**src/rtl/ref_div_pkg.sv**
```systemverilog
package ref_div_pkg;
  // Width of the division setting and of the cycle counter.
  localparam int unsigned DIV_W_DEF = 6;
  // Setting bits at and above this index are cleared in narrow mode.
  localparam int unsigned NARROW_KEEP_DEF = 4;
  // Flops in the reset-release synchroniser.
  localparam int unsigned SYNC_STAGES_DEF = 2;
endpackage

```
**src/rtl/rst_release_sync.sv**
```systemverilog
module rst_release_sync #(
  parameter int unsigned STAGES = ref_div_pkg::SYNC_STAGES_DEF
) (
  input  logic clk,
  input  logic rst_n,
  output logic srst_n
);
  logic [STAGES-1:0] chain_q;
  logic [STAGES-1:0] chain_d;

  always_comb begin
    chain_d = {chain_q[STAGES-2:0], 1'b1};
  end

  always_ff @(posedge clk or negedge rst_n) begin
    if (!rst_n) chain_q <= '0;
    else        chain_q <= chain_d;
  end

  assign srst_n = chain_q[STAGES-1];
endmodule

```
**src/rtl/setting_mask.sv**
```systemverilog
module setting_mask #(
  parameter int unsigned W    = ref_div_pkg::DIV_W_DEF,
  parameter int unsigned KEEP = ref_div_pkg::NARROW_KEEP_DEF
) (
  input  logic [W-1:0] raw,
  input  logic         narrow,
  output logic [W-1:0] eff
);
  for (genvar i = 0; i < W; i++) begin : g_bit
    if (i < KEEP) begin : g_keep
      assign eff[i] = raw[i];
    end else begin : g_clear
      assign eff[i] = raw[i] & ~narrow;
    end
  end
endmodule

```
**src/rtl/rate_counter.sv**
```systemverilog
module rate_counter #(
  parameter int unsigned W = ref_div_pkg::DIV_W_DEF
) (
  input  logic         clk,
  input  logic         srst_n,
  input  logic [W-1:0] setting,
  output logic         strobe
);
  logic [W-1:0] cnt_q, cnt_d;
  logic [W-1:0] per_q, per_d;
  logic         armed_q, armed_d;
  logic         stb_q, stb_d;
  logic [W-1:0] limit;
  logic         term;

  // Before the first period is armed, the live setting defines it.
  always_comb begin
    limit   = armed_q ? per_q : setting;
    term    = (cnt_q == limit);
    cnt_d   = term ? '0 : cnt_q + 1'b1;
    per_d   = (term || !armed_q) ? setting : per_q;
    armed_d = 1'b1;
    stb_d   = term;
  end

  always_ff @(posedge clk or negedge srst_n) begin
    if (!srst_n) begin
      cnt_q   <= '0;
      per_q   <= '0;
      armed_q <= 1'b0;
      stb_q   <= 1'b0;
    end else begin
      cnt_q   <= cnt_d;
      per_q   <= per_d;
      armed_q <= armed_d;
      stb_q   <= stb_d;
    end
  end

  assign strobe = stb_q;
endmodule

```
**src/rtl/ref_rate_divider.sv**
```systemverilog
module ref_rate_divider #(
  parameter int unsigned DIV_W       = ref_div_pkg::DIV_W_DEF,
  parameter int unsigned NARROW_KEEP = ref_div_pkg::NARROW_KEEP_DEF,
  parameter int unsigned SYNC_STAGES = ref_div_pkg::SYNC_STAGES_DEF
) (
  input  logic             clk,
  input  logic             rst_n,
  input  logic [DIV_W-1:0] div_setting,
  input  logic             narrow_mode,
  output logic             cmp_strobe
);
  logic             core_rst_n;
  logic [DIV_W-1:0] eff_setting;

  rst_release_sync #(.STAGES(SYNC_STAGES)) u_sync (
    .clk    (clk),
    .rst_n  (rst_n),
    .srst_n (core_rst_n)
  );

  setting_mask #(.W(DIV_W), .KEEP(NARROW_KEEP)) u_mask (
    .raw    (div_setting),
    .narrow (narrow_mode),
    .eff    (eff_setting)
  );

  rate_counter #(.W(DIV_W)) u_count (
    .clk     (clk),
    .srst_n  (core_rst_n),
    .setting (eff_setting),
    .strobe  (cmp_strobe)
  );
endmodule

```
**config.mk**
```make
export PLATFORM = sky130hd
export DESIGN_NAME = ref_rate_divider
export DESIGN_NICKNAME = d
export VERILOG_FILES = /design/src/rtl/ref_div_pkg.sv /design/src/rtl/rst_release_sync.sv /design/src/rtl/setting_mask.sv /design/src/rtl/rate_counter.sv /design/src/rtl/ref_rate_divider.sv
export SDC_FILE = /design/constraint.sdc
export NUM_CORES = 1
export LEC_CHECK = 0
export BUFFER_PORTS_ARGS = -buffer_cell sky130_fd_sc_hd__clkbuf_2
export CORE_MARGIN = 2
export CORE_UTILIZATION = 57
export DETAILED_ROUTE_END_ITERATION = 10
export PLACE_DENSITY_LB_ADDON = 0.3
export SLEW_MARGIN = 0
export SYNTH_ARGS = -nofsm -noshare
export SYNTH_HDL_FRONTEND = slang
export SYNTH_SLANG_ARGS = --single-unit
```
**constraint.sdc**
```tcl
create_clock -name clk -period 0.9 [get_ports clk]
set_input_delay 0.045 -clock clk [delete_from_list [all_inputs] [get_ports clk]]
set_output_delay 0.045 -clock clk [all_outputs]
set_load 0.01 [all_outputs]
```
==> metrics.yaml, run 1 <==
floorplan:
  num_rows: 13
  dieArea_um2: 1610
  initial_core_util: 0.595
  die_y_um: 40.2
  io_pins: 10
  coreArea_um2: 1250
  die_x_um: 40.2
clock_tree:
  insertion_delay_ps: 280
  cts_root_buf: "clkbuf_4"
  cts.sinks: 16
  htree_levels: 1
  cts.path.max_buffers: 2
  path_clk_slew_ps: 90
  cts_tree: "built"
  numCtsBuffers: 3
power:
  p_int_uw: 1670
  pwr-share-clk: 0.148
  comb_power_share: 0.429
  power.leakage_uw: 0.000502
  seqPwrFrac: 0.423
  power_density_nw_per_um2: 2470
  switchingPower_uw: 827
  vdd_drop_max_mv: 1.60
  netSwitchingFraction: 0.331
timing:
  max_freq_mhz: 500
  timing.final.ws_setup_ps: -1100
  min_period_over_period: 2.22
  drv_slew: 0
  hold_viol: 0
  setup_viol: 13
  rsz0062_at_grt: "true"
  period_needed_ps: 2000
  fin_worst_skew_ps: 3.66
finish:
  area_growth_pct: 35.7
  post-route-util: 0.808
  layout.nets: 104
  fill_cells: 75
  seqCellArea_um2: 400
  n_antenna_cell: 0
  drive_above_1_share: 0.413
  final_area_um2: 1010
  multi_input_area_um2: 380
run_status:
  status: "complete, but fails checks"
  violations: "negative setup slack"
place:
  globalplace.congestion: 0.700
  post_dp_cell_area_um2: 918
  hpwlAfterDp_mm: 1.07
  port_buffers: 9
  dp_slack_ps: -1000
synth:
  synth_cells: 62
  yosysWarnings: 0
  synth_area_leaders: "dfrtp_1 54%, mux2_2 7.6%, xor2_1 7.0%"
  ys_seq_area_frac: 0.537
  synth_area_leader_cell: "dfrtp_1"
  ys_seq_elements: 16
  ys_types: 24
  avgSynthCellArea_um2: 12.0
  synth.top_cell.area_share: 0.537
  netlist_area_um2: 746
critical_path:
  worstPathMaxFanout: 6
  end_kind: "register"
  critPathLaunchType: "register"
  critPathKind: "reg2reg"
  cp.required_ps: 1060
  arrival_ps: 2160
route:
  avgRoutedWirePerCell_um: 15.2
  via_count: 561
  via_per_inst: 5.24
  drtPass1Iterations: 3
  ant_nets: 0
  drtIter0Drc: 9
  drc: 0
  wirelength_mm: 1.63
global_route:
  grt_pass1_vias: 575
  grt_max_degree: 15
  grt_first_pass_wirelength_mm: 2.28
  track_usage: 0.216
  grt_remaining_overflow: 0
  antenna_found_initial: 0
worst_hold_path:
  min_path_type: "in2reg"
run:
  cap_violations: 0
[what timing repair did]
item	4_1_cts	5_1_grt
setup endpoints to repair	13	13
hold buffers	1	0
resized for setup	0	10
pin swaps	2	3
hold endpoints to repair	2	0
cloned	0	0
setup buffers	1	1
[synthesized netlist by cell type]
cell,count
nor4bb_1,1
o21ai_0,2
a22o_1,1
mux2i_1,5
nor2_1,7
xnor2_1,2
a21oi_1,1
mux2_2,5
buf_4,1
nor3b_1,1
dfrtp_1,16
and2_1,1
nand3_1,2
nand2_1,1
a31oi_1,1
nand4_1,1
nor2b_1,2
xor2_1,6
conb_1,1
ha_1,1
o21ai_4,1
nand2b_1,1
or3_1,1
inv_1,1
[worst max-delay path: stages, from the launching register on]
cell and delay, ps:
dfrtp_1 410, buf_6 150, mux2i_2 270, xor2_1 180
nand4_1 200, o21ai_4 340, mux2_4 340
[path summary, 6_finish.rpt]
path | start | end | slack [ps] | cells past startpoint
worst max-delay path | u_count.armed_q$_DFF_PN0_ | u_count.per_q[1]$_DFFE_PN0P_ | -1100 | 6
worst min-delay path | div_setting[3] | u_count.per_q[3]$_DFFE_PN0P_ | 20 | 2
worst max register to register | u_count.armed_q$_DFF_PN0_ | u_count.per_q[1]$_DFFE_PN0P_ | -1100 | 6
worst min register to register | u_sync.chain_q[1]$_DFF_PN0_ | u_count.cnt_q[1]$_DFF_PN0_ | 180 | 1
max in group asynchronous | u_sync.chain_q[1]$_DFF_PN0_ | u_count.per_q[5]$_DFFE_PN0P_ | 550 | 1
min in group asynchronous | rst_n | u_sync.chain_q[0]$_DFF_PN0_ | 70 | 2
[logic make-up (layout without fill, tap and decap cells)]
kind of cell / Yosys count / count (layout) / synth area share
adders and majority gates: 1 / 1 / 0.0168
other: 1 / 2 / 0.00503
AOI/OAI and AO/OA: 6 / 6 / 0.0621
xor gates and xnor gates: 8 / 8 / 0.0940
DFF: 16 / 16 / 0.537
and+or+nand+nor: 18 / 18 / 0.128
muxes: 10 / 10 / 0.143
buffers and inverters: 2 / 31 / 0.0151
[registers in the layout (all words and copies together), names as in the netlist]
register         count
u_count.armed_q      1
u_count.strobe       1
u_sync.chain_q       2
u_count.cnt_q        6
u_count.per_q        6
[power groups by stage]
stage               Sequential (uW)  Combinational (uW)  Clock, uW
floorplan                      1090                 511          0
global placement               1050                 904          0
detailed placement             1060                 936          0
CTS                            1040                 967        379
global route                   1070                1180        401
finish                         1060                1070        370
[cell usage in the layout (no fill, tap or decap), types with 2 or more instances in the layout]
| cell | Yosys | final |
|---|---|---|
| buf_4 | 1 | 16 |
| clkbuf_2 | 0 | 9 |
| clkbuf_4 | 0 | 3 |
| conb_1 | 1 | 2 |
| dfrtp_1 | 16 | 16 |
| mux2_4 | 0 | 5 |
| mux2i_1 | 5 | 4 |
| nand3_1 | 2 | 2 |
| nor2_1 | 7 | 7 |
| nor2b_1 | 2 | 2 |
| o21ai_0 | 2 | 2 |
| xnor2_1 | 2 | 2 |
| xor2_1 | 6 | 6 |
[stage by stage]
step           instances  total power [uW]  TNS [ps]  hold WS (ps)
6_report             107              2500    -13760          15.1
5_1_grt              107              2660    -14330          14.2
4_1_cts              106              2390    -11960          9.18
3_5_place_dp         101              2000    -10920          -164
3_3_place_gp         101              1950    -10720          -170
2_1_floorplan         63              1600     -9260          -251
[final cells by class]
class | instances | share of cell area
Multi-Input combinational cell | 45 | 0.376
Timing Repair Buffer | 27 | 0.184
Inverter | 1 | 0.00371
Tap cell | 15 | 0.0185
Clock buffer | 3 | 0.0222
Sequential cell | 16 | 0.396
[routing by layer]
metal | GRT usage | share of wire | up-vias
li1 | - | - | 270
met3 | 0.0389 | 0.032 | 2
met2 | 0.407 | 0.55 | 10
met1 | 0.243 | 0.41 | 279
met4 | 0.0667 | 0.0031 | 0
met5 | 0 | 0 | -
Note: power is estimated with default switching activity, not from simulation.
==> run 2: changes to the inputs <==
--- a/config.mk
+++ b/config.mk
@@ -6,8 +6,10 @@
 export NUM_CORES = 1
 export LEC_CHECK = 0
 export BUFFER_PORTS_ARGS = -buffer_cell sky130_fd_sc_hd__clkbuf_2
+export CELL_PAD_IN_SITES_DETAIL_PLACEMENT = 0
+export CELL_PAD_IN_SITES_GLOBAL_PLACEMENT = 1
 export CORE_MARGIN = 2
-export CORE_UTILIZATION = 57
+export CORE_UTILIZATION = 46
 export DETAILED_ROUTE_END_ITERATION = 10
 export PLACE_DENSITY_LB_ADDON = 0.3
 export SLEW_MARGIN = 0
==> metrics.yaml, run 2 (synthesis results as in run 1) <==
place:
  dp_slack_ps: -986
  globalplace.congestion: 0.801
  hpwlAfterDp_mm: 1.09
  port_buffers: 9
worst_hold_path:
  min_path_type: "in2reg"
  worstHoldStart: "div_setting[2]"
finish:
  layout_common_cells: "16 x dfrtp_1, 15 x buf_4, 9 x clkbuf_2"
  reg_top3: "u_count.cnt_q: 6 flops, u_count.per_q: 6 flops, u_sync.chain_q: 2 flops"
  layout.nets: 104
  post-route-util: 0.682
  n_antenna_cell: 0
  final_common_cell: "dfrtp_1"
  area_growth_pct: 37.8
  fill_cells: 132
  drive_above_1_share: 0.441
route:
  via_per_inst: 5.02
  wirelength_mm: 1.42
  drc: 0
  ant_nets: 0
  drtPass1Iterations: 3
  drtIter0Drc: 5
  avgRoutedWirePerCell_um: 13.0
  via_count: 547
clock_tree:
  cts_tree: "built"
  insertion_delay_ps: 290
  cts.sinks: 16
  htree_levels: 1
  cts.path.max_buffers: 2
  path_clk_slew_ps: 90
  cts_root_buf: "clkbuf_4"
  numCtsBuffers: 3
timing:
  timing.final.ws_setup_ps: -1020
  drv_slew: 0
  fin_worst_skew_ps: 4.26
  max_freq_mhz: 520
  hold_viol: 0
  setup_viol: 13
  rsz0062_at_grt: "true"
  period_needed_ps: 1920
  min_period_over_period: 2.14
floorplan:
  num_rows: 14
  die_x_um: 44.3
  coreArea_um2: 1510
  initial_core_util: 0.495
  die_y_um: 44.3
  dieArea_um2: 1960
  io_pins: 10
power:
  vdd_drop_max_mv: 1.98
  power_density_nw_per_um2: 2470
  power.leakage_uw: 0.000499
critical_path:
  r2r-start: "u_count.armed_q$_DFF_PN0_"
  critPathLaunchType: "register"
  arrival_ps: 2100
  cp-startpoint: "u_count.armed_q$_DFF_PN0_"
  worstPathMaxFanout: 6
  critPathKind: "reg2reg"
  cp.required_ps: 1080
  end_kind: "register"
global_route:
  grt_remaining_overflow: 0
  grt_max_degree: 15
  antenna_found_initial: 0
  grt_first_pass_wirelength_mm: 2.38
  track_usage: 0.180
  grt_pass1_vias: 547
run:
  cap_violations: 0
run_status:
  status: "complete, but fails checks"
  violations: "negative setup slack"
run 2: report_power, final:
| group | internal (uW) | switching, uW |
|---|---|---|
| sequential | 918 | 145 |
| clock | 247 | 221 |
| combinational | 572 | 436 |
| total | 1740 | 802 |
run 2: what timing repair did:
item                       4_1_cts  5_1_grt
setup endpoints to repair       13       13
pin swaps                        0        3
hold endpoints to repair         2        0
hold buffers                     1        0
resized for setup                3        8
setup buffers                    1        0
run 2: worst max-delay path: stages (launching register included):
cell and delay (ps):
dfrtp_1 410, and2_1 150, or3_1 350, a22o_1 260, o21ai_4 270, mux2_2 370
run 2: area by class of cell:
cell class	instances	area, um2	area share
flip-flops and latches	16	400	0.390
repair buffers	27	190	0.185
inverters	1	3.75	0.00365
multi-input cells	45	377	0.367
clock buffers	4	36.3	0.0353
well taps	16	20.0	0.0195
run 2: metrics by stage:
step / setup TNS (ps) / hold WS, ps / std cells / total power (uW) / area (um2)
after floorplan: -9260 / -251 / 63 / 1600 / 753
after global placement: -10430 / -169 / 103 / 1970 / 927
after detailed placement: -10530 / -164 / 103 / 2010 / 927
after CTS: -10660 / 3.32 / 109 / 2510 / 988
after global routing: -11940 / 11.9 / 109 / 2720 / 1030
final: -10660 / 15.1 / 109 / 2540 / 1030
run 2: layer usage:
layer,track usage,wire length [um]
met2,0.303,745
met3,0.0612,52
met5,0,0
met1,0.203,602
met4,0.0909,19
run 2: worst paths after layout:
kind	cells after the start	slack, ps	endpoint
max in group asynchronous	1	550	u_count.per_q[1]$_DFFE_PN0P_
min in group asynchronous	2	60	u_sync.chain_q[0]$_DFF_PN0_
setup reg to reg	5	-1020	u_count.per_q[2]$_DFFE_PN0P_
hold reg to reg	1	180	u_count.per_q[2]$_DFFE_PN0P_
hold / removal	2	20	u_count.per_q[2]$_DFFE_PN0P_
setup / recovery	5	-1020	u_count.per_q[2]$_DFFE_PN0P_
